==> config.mk <==
export PLATFORM = sky130hd
export DESIGN_NAME = fid_responder
export DESIGN_NICKNAME = d
export VERILOG_FILES = /design/src/rtl/fid_pkg.sv /design/src/rtl/fid_rx.sv /design/src/rtl/fid_tx.sv /design/src/rtl/fid_ctrl.sv /design/src/rtl/fid_responder.sv
export SDC_FILE = /design/constraint.sdc
export NUM_CORES = 1
export LEC_CHECK = 0
export ABC_AREA = 1
export CAP_MARGIN = 5
export CORE_ASPECT_RATIO = 0.6
export CORE_UTILIZATION = 50
export CTS_CLUSTER_SIZE = 30
export DETAILED_ROUTE_END_ITERATION = 8
export DONT_BUFFER_PORTS = 1
export PLACE_DENSITY = 0.78
export SYNTH_ARGS = -nofsm -noshare
export SYNTH_HDL_FRONTEND = slang
export SYNTH_HIERARCHICAL = 1
export SYNTH_SLANG_ARGS = --single-unit
==> constraint.sdc <==
create_clock -name clk -period 1.3 [get_ports clk]
set_input_delay 0.065 -clock clk [delete_from_list [all_inputs] [get_ports clk]]
set_output_delay 0.065 -clock clk [all_outputs]
set_load 0.005 [all_outputs]
==> src/rtl/fid_pkg.sv <==
package fid_pkg;
    localparam int BYTE_W = 8;

    typedef enum logic [2:0] {
        ST_IDLE,
        ST_OPCODE,
        ST_ADDR,
        ST_SEND,
        ST_IGNORE
    } fid_state_t;

    typedef enum logic [1:0] {
        SEQ_JEDEC,
        SEQ_PAIR,
        SEQ_DEVONLY
    } fid_seq_t;

    localparam logic [BYTE_W-1:0] OP_JEDEC = 8'h9F;
    localparam logic [BYTE_W-1:0] OP_MFDEV = 8'h90;
    localparam logic [BYTE_W-1:0] OP_RELID = 8'hAB;
endpackage

==> src/rtl/fid_rx.sv <==
module fid_rx
    import fid_pkg::*;
#(
    parameter int W = BYTE_W
) (
    input  logic         clk,
    input  logic         rst_n,
    input  logic         cs_n,
    input  logic         rise,
    input  logic         mosi,
    output logic         byte_stb,
    output logic [W-1:0] byte_data
);
    localparam int CW = $clog2(W);

    logic [CW-1:0] bit_cnt;
    logic [W-2:0]  shreg;

    always_ff @(posedge clk or negedge rst_n) begin
        if (!rst_n) begin
            bit_cnt   <= '0;
            shreg     <= '0;
            byte_stb  <= 1'b0;
            byte_data <= '0;
        end else if (cs_n) begin
            bit_cnt  <= '0;
            byte_stb <= 1'b0;
        end else begin
            byte_stb <= 1'b0;
            if (rise) begin
                shreg <= {shreg[W-3:0], mosi};
                if (bit_cnt == CW'(W-1)) begin
                    bit_cnt   <= '0;
                    byte_stb  <= 1'b1;
                    byte_data <= {shreg, mosi};
                end else begin
                    bit_cnt <= bit_cnt + 1'b1;
                end
            end
        end
    end

    // a byte completes on one rising edge only, never two clocks running
    a_r2_single_strobe: assert property (@(posedge clk) disable iff (!rst_n)
        byte_stb |=> !byte_stb);
endmodule

==> src/rtl/fid_tx.sv <==
module fid_tx
    import fid_pkg::*;
#(
    parameter int W = BYTE_W
) (
    input  logic         clk,
    input  logic         rst_n,
    input  logic         fall,
    input  logic         active,
    input  logic [W-1:0] cur_byte,
    output logic         so_q,
    output logic         oe_q,
    output logic         byte_done
);
    localparam int IW = $clog2(W);

    logic [IW-1:0] bit_idx;

    always_ff @(posedge clk or negedge rst_n) begin
        if (!rst_n) begin
            so_q      <= 1'b0;
            oe_q      <= 1'b0;
            bit_idx   <= IW'(W-1);
            byte_done <= 1'b0;
        end else begin
            byte_done <= 1'b0;
            if (!active) begin
                oe_q    <= 1'b0;
                bit_idx <= IW'(W-1);
            end else if (fall) begin
                so_q <= cur_byte[bit_idx];
                oe_q <= 1'b1;
                if (bit_idx == '0) begin
                    bit_idx   <= IW'(W-1);
                    byte_done <= 1'b1;
                end else begin
                    bit_idx <= bit_idx - 1'b1;
                end
            end
        end
    end

    // output bit moves only on a sampled falling SCLK
    a_r9_hold_between_falls: assert property (@(posedge clk) disable iff (!rst_n)
        !fall |=> $stable(so_q));

    // drive begins at a falling edge, never mid-phase
    a_r2_enable_on_fall: assert property (@(posedge clk) disable iff (!rst_n)
        $rose(oe_q) |-> $past(fall));
endmodule

==> src/rtl/fid_ctrl.sv <==
module fid_ctrl
    import fid_pkg::*;
#(
    parameter int             W           = BYTE_W,
    parameter int             ADDR_BYTES  = 3,
    parameter int             DUMMY_BYTES = 3,
    parameter logic [W-1:0]   MFR_ID      = 8'h5A,
    parameter logic [W-1:0]   TYPE_ID     = 8'h40,
    parameter logic [W-1:0]   CAP_ID      = 8'h13,
    parameter logic [W-1:0]   DEV_ID      = 8'h12
) (
    input  logic         clk,
    input  logic         rst_n,
    input  logic         cs_n,
    input  logic         busy,
    input  logic         byte_stb,
    input  logic [W-1:0] byte_data,
    input  logic         byte_done,
    output logic         send_active,
    output logic [W-1:0] cur_byte
);
    localparam int MAXB = (ADDR_BYTES > DUMMY_BYTES) ? ADDR_BYTES : DUMMY_BYTES;
    localparam int CNT_W = $clog2(MAXB + 1);

    fid_state_t       state, nxt;
    fid_seq_t         seq;
    logic [1:0]       ptr, ptr_next;
    logic [CNT_W-1:0] cnt, need_q;
    logic             last_in;

    assign last_in = byte_stb && (cnt == need_q - CNT_W'(1));

    // state register
    always_ff @(posedge clk or negedge rst_n) begin
        if (!rst_n) state <= ST_IDLE;
        else        state <= nxt;
    end

    // next-state logic
    always_comb begin
        nxt = state;
        unique case (state)
            ST_IDLE:   if (!cs_n) nxt = ST_OPCODE;
            ST_OPCODE: begin
                if (byte_stb) begin
                    if (byte_data == OP_JEDEC)      nxt = busy ? ST_IGNORE : ST_SEND;
                    else if (byte_data == OP_MFDEV) nxt = ST_ADDR;
                    else if (byte_data == OP_RELID) nxt = busy ? ST_IGNORE : ST_ADDR;
                    else                            nxt = ST_IGNORE;
                end
            end
            ST_ADDR:   if (last_in) nxt = ST_SEND;
            ST_SEND:   nxt = ST_SEND;
            ST_IGNORE: nxt = ST_IGNORE;
            default:   nxt = ST_IDLE;
        endcase
        if (cs_n) nxt = ST_IDLE;
    end

    // sequence pointer advance
    always_comb begin
        unique case (seq)
            SEQ_JEDEC: ptr_next = (ptr == 2'd2) ? 2'd0 : ptr + 2'd1;
            SEQ_PAIR:  ptr_next = {1'b0, ~ptr[0]};
            default:   ptr_next = 2'd0;
        endcase
    end

    // command datapath
    always_ff @(posedge clk or negedge rst_n) begin
        if (!rst_n) begin
            seq    <= SEQ_JEDEC;
            ptr    <= 2'd0;
            cnt    <= '0;
            need_q <= CNT_W'(ADDR_BYTES);
        end else if (cs_n) begin
            ptr <= 2'd0;
            cnt <= '0;
        end else begin
            unique case (state)
                ST_OPCODE: if (byte_stb) begin
                    cnt <= '0;
                    ptr <= 2'd0;
                    if (byte_data == OP_MFDEV) begin
                        seq    <= SEQ_PAIR;
                        need_q <= CNT_W'(ADDR_BYTES);
                    end else if (byte_data == OP_RELID) begin
                        seq    <= SEQ_DEVONLY;
                        need_q <= CNT_W'(DUMMY_BYTES);
                    end else begin
                        seq <= SEQ_JEDEC;
                    end
                end
                ST_ADDR: if (byte_stb) begin
                    cnt <= cnt + 1'b1;
                    if (last_in)
                        ptr <= (seq == SEQ_PAIR) ? {1'b0, byte_data[0]} : 2'd0;
                end
                ST_SEND: if (byte_done) ptr <= ptr_next;
                default: ;
            endcase
        end
    end

    // outputs
    always_comb begin
        send_active = (state == ST_SEND);
        unique case (seq)
            SEQ_JEDEC: cur_byte = (ptr == 2'd0) ? MFR_ID :
                                  (ptr == 2'd1) ? TYPE_ID : CAP_ID;
            SEQ_PAIR:  cur_byte = ptr[0] ? DEV_ID : MFR_ID;
            default:   cur_byte = DEV_ID;
        endcase
    end

    // busy identification read never reaches the send state
    a_r4_busy_jedec_rejected: assert property (@(posedge clk) disable iff (!rst_n)
        (state == ST_OPCODE && byte_stb && !cs_n && busy && byte_data == OP_JEDEC)
        |=> state != ST_SEND);

    // busy release-ID read is rejected too
    a_r8_busy_relid_rejected: assert property (@(posedge clk) disable iff (!rst_n)
        (state == ST_OPCODE && byte_stb && !cs_n && busy && byte_data == OP_RELID)
        |=> state == ST_IGNORE);

    // unknown opcode goes nowhere near the output
    a_r10_unknown_opcode: assert property (@(posedge clk) disable iff (!rst_n)
        (state == ST_OPCODE && byte_stb && !cs_n && byte_data != OP_JEDEC &&
         byte_data != OP_MFDEV && byte_data != OP_RELID) |=> state == ST_IGNORE);

    // deselect always returns to idle
    a_r11_deselect_idle: assert property (@(posedge clk) disable iff (!rst_n)
        cs_n |=> state == ST_IDLE);

    // a rejected command stays rejected until deselect
    a_r3_ignore_sticky: assert property (@(posedge clk) disable iff (!rst_n)
        (state == ST_IGNORE && !cs_n) |=> state == ST_IGNORE);
endmodule

==> src/rtl/fid_responder.sv <==
module fid_responder
    import fid_pkg::*;
#(
    parameter int                ADDR_BYTES  = 3,
    parameter int                DUMMY_BYTES = 3,
    parameter logic [BYTE_W-1:0] MFR_ID      = 8'h5A,
    parameter logic [BYTE_W-1:0] TYPE_ID     = 8'h40,
    parameter logic [BYTE_W-1:0] CAP_ID      = 8'h13,
    parameter logic [BYTE_W-1:0] DEV_ID      = 8'h12
) (
    input  logic clk,
    input  logic rst_n,
    input  logic cs_n,
    input  logic sclk,
    input  logic mosi,
    input  logic busy,
    output logic so_data,
    output logic so_oe
);
    logic              sclk_q;
    logic              rise, fall;
    logic              byte_stb, byte_done, send_active, oe_q;
    logic [BYTE_W-1:0] byte_data, cur_byte;

    always_ff @(posedge clk or negedge rst_n) begin
        if (!rst_n) sclk_q <= 1'b0;
        else        sclk_q <= sclk;
    end

    assign rise = sclk & ~sclk_q & ~cs_n;
    assign fall = ~sclk & sclk_q & ~cs_n;

    fid_rx #(.W(BYTE_W)) u_rx (
        .clk(clk), .rst_n(rst_n), .cs_n(cs_n), .rise(rise), .mosi(mosi),
        .byte_stb(byte_stb), .byte_data(byte_data)
    );

    fid_ctrl #(
        .W(BYTE_W), .ADDR_BYTES(ADDR_BYTES), .DUMMY_BYTES(DUMMY_BYTES),
        .MFR_ID(MFR_ID), .TYPE_ID(TYPE_ID), .CAP_ID(CAP_ID), .DEV_ID(DEV_ID)
    ) u_ctrl (
        .clk(clk), .rst_n(rst_n), .cs_n(cs_n), .busy(busy),
        .byte_stb(byte_stb), .byte_data(byte_data), .byte_done(byte_done),
        .send_active(send_active), .cur_byte(cur_byte)
    );

    fid_tx #(.W(BYTE_W)) u_tx (
        .clk(clk), .rst_n(rst_n), .fall(fall), .active(send_active),
        .cur_byte(cur_byte), .so_q(so_data), .oe_q(oe_q), .byte_done(byte_done)
    );

    assign so_oe = oe_q & ~cs_n;

    // never drive the pad while deselected
    a_r1_hiz_deselected: assert property (@(posedge clk) disable iff (!rst_n)
        cs_n |-> !so_oe);
endmodule

Word-level counts from Yosys, hierarchy flattened
Index checks and enable logic that the tools add are counted.
{ "totals": {"reg_bits": 37, "out_inout_bits": 2, "word_cells": 108} }
{ "classes": {"n_addsub": 5, "order_cmp": 1, "n_eq_ne": 17, "n_mux": 45, "bitwise_logic": 9, "reduce_logical": 17} }
{ "ops": {"columns": ["op", "count"], "rows": [
  ["$mux W3", 14],
  ["$eq A8 B8 Y1 const B", 3],
  ["$mux W2", 12],
  ["$pmux W8 S2", 1],
  ["$pmux W3 S5", 1],
  ["$mux W7", 2],
  ["$mux W1", 10],
  ["$ne A3 B3 Y1 const B", 3],
  ["$reduce_and A3 Y1", 3],
  ["$mux W8", 1],
  ["$pmux W2 S2", 2],
  ["$eq A3 B2 Y1 const B", 2],
  ["$eq A3 B3 Y1 const B", 2],
  ["$logic_not A3 Y1", 2],
  ["$pmux W2 S3", 1],
  ["$reduce_and A2 Y1", 3],
  ["$and A1 B1 Y1", 5],
  ["$reduce_and A5 Y1", 1],
  ["$add A2 B1 Y2 const B", 2],
  ["$eq A2 B1 Y1 const B", 2],
  ["$logic_not A2 Y1", 2],
  ["$lt A3 B4 Y1 const B", 1],
  ["$not A1 Y1", 4],
  ["$reduce_and A4 Y1", 1],
  ["other kinds (13)", 14]
]} }

Logic depth before layout (Yosys ltp)
{ "depth": {"word_depth": 7, "depth_mapped": 10, "depth_no_buf": 10} }

Modules after synthesis
Netlist, hierarchy kept.
{ "modules_own_cells": {"columns": ["mod", "n_inst", "cells_each", "area_per_inst_um2", "seq_area_each_um2"], "rows": [
  ["fid_rx", 1, 84, 794.5, 475.5],
  ["fid_ctrl", 1, 105, 684.4, 225.2],
  ["fid_tx", 1, 50, 360.3, 153.9],
  ["fid_responder", 1, 9, 57.6, 25.0]
]} }

Least setup slack after synthesis
Ideal clock, no wire load.
{ "synth_timing": {"path_type": "reg2reg", "from": "register u_ctrl.seq[1]", "to": "register u_tx.so_q", "t_arrival_ns": 1.089, "slack_ns": 0.093, "path_stages_with_launch": 10, "n_path_buf": 1, "path_cell_list": "dfrtp_1 -> nor2_1 -> nand3_1 -> buf_4 -> inv_2 -> nand2_1 -> nand3_1 -> nand3_1 -> nand3_1 -> nand2_1"} }
{ "synth_via": {"elab_chain_len": 4, "elab_cells_between_ends": 5} }
{ "synth_rtl": {"columns": ["element", "line", "source"], "rows": [
  ["from (decl)", "fid_ctrl.sv:26", "fid_seq_t seq;"],
  ["from (signal assigned)", "fid_ctrl.sv:72", "seq <= SEQ_JEDEC;"],
  ["from (signal assigned)", "fid_ctrl.sv:85", "seq <= SEQ_PAIR;"],
  ["from (signal assigned)", "fid_ctrl.sv:88", "seq <= SEQ_DEVONLY;"],
  ["$eq A2 B1 Y1 or $logic_not A2 Y1 (tied branches)", "fid_ctrl.sv:108", "unique case (seq)"],
  ["$pmux W8 S2 *", "fid_ctrl.sv:108", null],
  ["via cur_byte[1]", "fid_responder.sv:23", "logic [BYTE_W-1:0] byte_data, cur_byte;"],
  ["$bmux W1 S3 *", "fid_tx.sv:31", "so_q <= cur_byte[bit_idx];"],
  ["$mux W1 (not written as such) *", "fid_tx.sv:31", null],
  ["to (signal assigned)", "fid_tx.sv:31", null],
  ["to (decl)", "fid_tx.sv:11", "output logic so_q,"]
]} }
Mark *: on every way through the listed nets, which the timed path passes. The rest lies on a longest branch. The select of a mux whose other input is x is not followed.
A chain may end at the register's enable or synchronous reset.

Worst setup path after layout
{ "layout_timing": {"from": "register u_ctrl.state[2]", "to": "register u_ctrl.ptr[1]"} }
{ "layout_via": {"elab_chain_len": 3, "elab_cells_between_ends": 11} }
{ "layout_rtl": {"columns": ["element", "line", "source"], "rows": [
  ["from (decl)", "fid_ctrl.sv:25", "fid_state_t state, nxt;"],
  ["from (signal assigned)", "fid_ctrl.sv:36", "else state <= nxt;"],
  ["$eq A3 B2 Y1 *", null, null],
  ["via send_active", "fid_responder.sv:22", "logic byte_stb, byte_done, send_active, oe_q;"],
  ["$ne A3 B3 Y1 (no source line), or another cell as far along", null, null],
  ["$reduce_and A5 Y1 (no source line) or $mux W2 (tied branches)", null, null],
  ["to (signal assigned)", "fid_ctrl.sv:97", "ptr <= (seq == SEQ_PAIR) ? {1'b0, byte_data[0]} : 2'd0;"],
  ["to (signal assigned)", "fid_ctrl.sv:99", "ST_SEND: if (byte_done) ptr <= ptr_next;"],
  ["to (decl)", "fid_ctrl.sv:27", "logic [1:0] ptr, ptr_next;"]
]} }
Mark *: on every way through the listed nets, which the timed path passes. The rest lies on a longest branch.

==> impl_metrics.py <==
metrics = {
    "outcome": {
        "status": "finished clean",
    },
    "placed_design": {
        "dp.cells": 293,
        "detailedPlace.worstSlack_ps": 9.94,
        "hpwlAfterDp_um": 2650,
        "io_buffers": 0,
        "routabilityCongestion": 0.841,
    },
    "drt": {
        "postRouteAntennaNets": 0,
        "drtIter0Drc": 129,
        "route.detailed.drc": 0,
        "wl_per_cell_um": 12.1,
        "vias_per_cell": 5.04,
        "dr_total_vias": 1552,
        "wl_um": 3730,
        "dr.pass1.iters": 4,
    },
    "clock_network": {
        "cts_buffer_depth": 2,
        "insertion_delay_ps": 290,
        "cts_buffers": 5,
        "cts-root-buf": "clkbuf_8",
        "cts-htree-levels": 2,
        "clkSinkCount": 35,
        "cts_tree": "built",
        "clk_pin_slew_worst_paths_ps": 70,
    },
    "setup_path": {
        "worstPathMaxFanout": 4,
        "critical_path_required_ps": 1480,
        "path_class": "reg2reg",
        "critPathCaptureType": "register",
        "cp-start-kind": "register",
        "crit_arrival_ps": 1450,
    },
    "timing": {
        "fin_crit_sh_pct": 97.1,
        "hold_viol": 0,
        "slew_viol_final": 0,
        "max_freq_mhz": 792,
        "rsz0062_at_grt": "yes",
        "finalWorstSetupSlack_ps": 37.1,
        "period_needed_ps": 1260,
        "finClkSkew_ps": 4.87,
        "setup_viol": 0,
    },
    "floorplan": {
        "die_h_um": 49.7,
        "die_w_um": 81.5,
        "rows": 16,
        "ios": 8,
        "core_area_mm2": 0.00344,
        "start_util_pct": 55.1,
        "die_area_mm2": 0.00405,
    },
    "synth": {
        "ys.flop_type": "dfrtp_1",
        "syn-cell-area_mm2": 0.00190,
        "synth_edf_count": 0,
        "ys_ff_latch": 35,
        "syn_inst": 248,
        "synth_cell_types": 30,
        "yosysWarningCount": 6,
        "synthArstFlopShare_pct": 100,
        "yosysSeqAreaShare_pct": 46.4,
        "syn_area_per_cell_um2": 7.65,
    },
    "pwr": {
        "leakage_nw": 1.13,
        "power.internal_mw": 1.65,
        "peakVddDrop_mv": 0.865,
        "combPwrFrac_pct": 15.0,
        "switchingPower_uw": 677,
        "seqPwrFrac_pct": 52.5,
        "clkPwrFrac_pct": 32.4,
        "powerDensity_mw_per_mm2": 1080,
        "p_sw_share_pct": 29.1,
    },
    "job": {
        "drv_cap": 0,
    },
    "layout": {
        "area_growth_pct": 13.4,
        "fillCellCount": 296,
        "n_antenna_cell": 0,
        "post_route_cells_drive_above_1_share_pct": 18.6,
        "postLayoutCoreUtil_pct": 62.5,
        "fin_nets": 273,
        "stdcell_count": 308,
    },
    "grt": {
        "grtUsageTotal_pct": 21.1,
        "grt_max_degree": 36,
        "first_global_vias": 1266,
        "grt_pass1_wl_um": 6120,
        "grt_overflow": 0,
        "antenna_found_initial": 0,
    },
    "hold_path": {
        "worst_hold_path_type": "in2reg",
    },
}
Yosys cell counts, types with 2 or more instances:
cell	number	area (um2)
ha_1	5	62.6
nand4_1	10	62.6
a21oi_1	2	10.0
inv_1	24	90.1
buf_4	5	37.5
inv_2	7	26.3
nor2_1	24	90.1
dfstp_2	3	78.8
inv_4	2	12.5
dfrtp_1	32	801
a31oi_1	2	12.5
nand3_1	15	75.1
nand2_1	90	338
o31ai_1	3	22.5
nand2_2	4	25.0
o21ai_0	6	30.0
area by class of cell:
type / count / area [um2] / area share [%]
inverters: 34 / 136 / 6.34
clock inverters: 1 / 5.00 / 0.233
clock buffers: 7 / 76.3 / 3.55
well taps: 45 / 56.3 / 2.62
multi-input cells: 175 / 881 / 41.0
flip-flops and latches: 35 / 883 / 41.1
repair buffers: 11 / 113 / 5.24
cell families (layout without fill, tap and decap cells):
family | after synthesis | in the layout | share of synthesized area [%]
XOR/XNOR | 1 | 1 | 0.462
AND/OR/NAND/NOR | 150 | 150 | 34.7
buffers and inverters | 40 | 53 | 9.63
flip-flops | 35 | 35 | 46.4
adder cells (fa/ha/maj) | 5 | 5 | 3.30
other | 1 | 3 | 0.198
AO/OA/AOI/OAI | 16 | 16 | 5.34
power groups by stage:
stage          clock network (mW)  logic, mW  registers (mW)
6_report                    0.755      0.350            1.22
5_1_grt                     0.828      0.394            1.23
4_1_cts                     0.779      0.324            1.21
3_5_place_dp                    0      0.280            1.23
3_3_place_gp                    0      0.276            1.23
2_1_floorplan                   0      0.244            1.21
metrics by stage:
stage | setup TNS (ps) | hold slack, ps | cell area [um2] | total power [mW]
6_report | 0 | 38.1 | 2150 | 2.33
3_3_place_gp | 0 | -230 | 1940 | 1.51
5_1_grt | -153 | 50.6 | 2150 | 2.45
4_1_cts | 0 | 22.4 | 2090 | 2.31
2_1_floorplan | 0 | -231 | 1900 | 1.46
3_5_place_dp | 0 | -229 | 1940 | 1.51
critical path, stage by stage, from the launching register on:
cell	delay, ps
dfrtp_2	440
inv_2	90
nand2_2	70
nor2_4	120
nand2_2	80
o21ai_2	160
nor2_1	80
nand2_1	60
nand2_1	50
flip-flops by register name, summed over array words and instances, names as in the netlist:
signal and cells:
u_rx/bit_cnt 3, u_ctrl/ptr 2, sclk_q 1, u_rx/byte_stb 1
u_rx/byte_data 8, u_tx/byte_done 1, u_rx/shreg 7, u_ctrl/state 3
u_tx/bit_idx 3, u_tx/so_q 1, u_ctrl/seq 2, u_tx/oe_q 1
u_ctrl/cnt 2
placed cells by master (no fill, tap or decap), drive strengths merged:
cell | Yosys | final
a21oi | 3 | 3
nor2 | 26 | 26
a31oi | 2 | 2
dfstp | 3 | 3
nand2 | 95 | 95
xnor2 | 1 | 1
nand4 | 10 | 10
clkinv | 1 | 2
a32oi | 1 | 1
buf | 6 | 7
nor3 | 1 | 1
dfrtp | 32 | 32
o21ai | 7 | 7
nand3 | 17 | 17
conb | 1 | 3
o31ai | 3 | 3
and2 | 1 | 1
clkbuf | 0 | 7
inv | 33 | 33
ha | 5 | 5
dlygate4sd3 | 0 | 4
routing by layer:
| layer | vias up | part of all wire [%] | GRT usage [%] |
|---|---|---|---|
| li1 | 809 | - | - |
| met1 | 692 | 58 | 36.0 |
| met2 | 45 | 35 | 22.5 |
| met3 | 6 | 5.7 | 6.11 |
| met4 | 0 | 1.4 | 8.93 |
| met5 | - | 0 | 0 |
timing repair:
item / CTS / global route
endpoints found under the setup margin: 2 / 9
hold buffers: 5 / 0
buffers inserted: 0 / 2
pin swaps: 0 / 1
resized for setup: 1 / 17
endpoints found under the hold margin: 49 / 0
final timing paths:
path | cells after the start | slack, ps | startpoint | endpoint
setup / recovery | 8 | 40 | u_ctrl/state[2] | u_ctrl/ptr[1]
hold / removal | 3 | 40 | cs_n | u_ctrl/state[0]
setup reg to reg | 8 | 40 | u_ctrl/state[2] | u_ctrl/ptr[1]
hold reg to reg | 2 | 480 | u_tx/oe_q | u_tx/oe_q
max in group asynchronous | 2 | 830 | rst_n | u_tx/bit_idx[2]
min in group asynchronous | 2 | 210 | rst_n | u_rx/byte_data[5]
(Power assumes the default switching activity.)
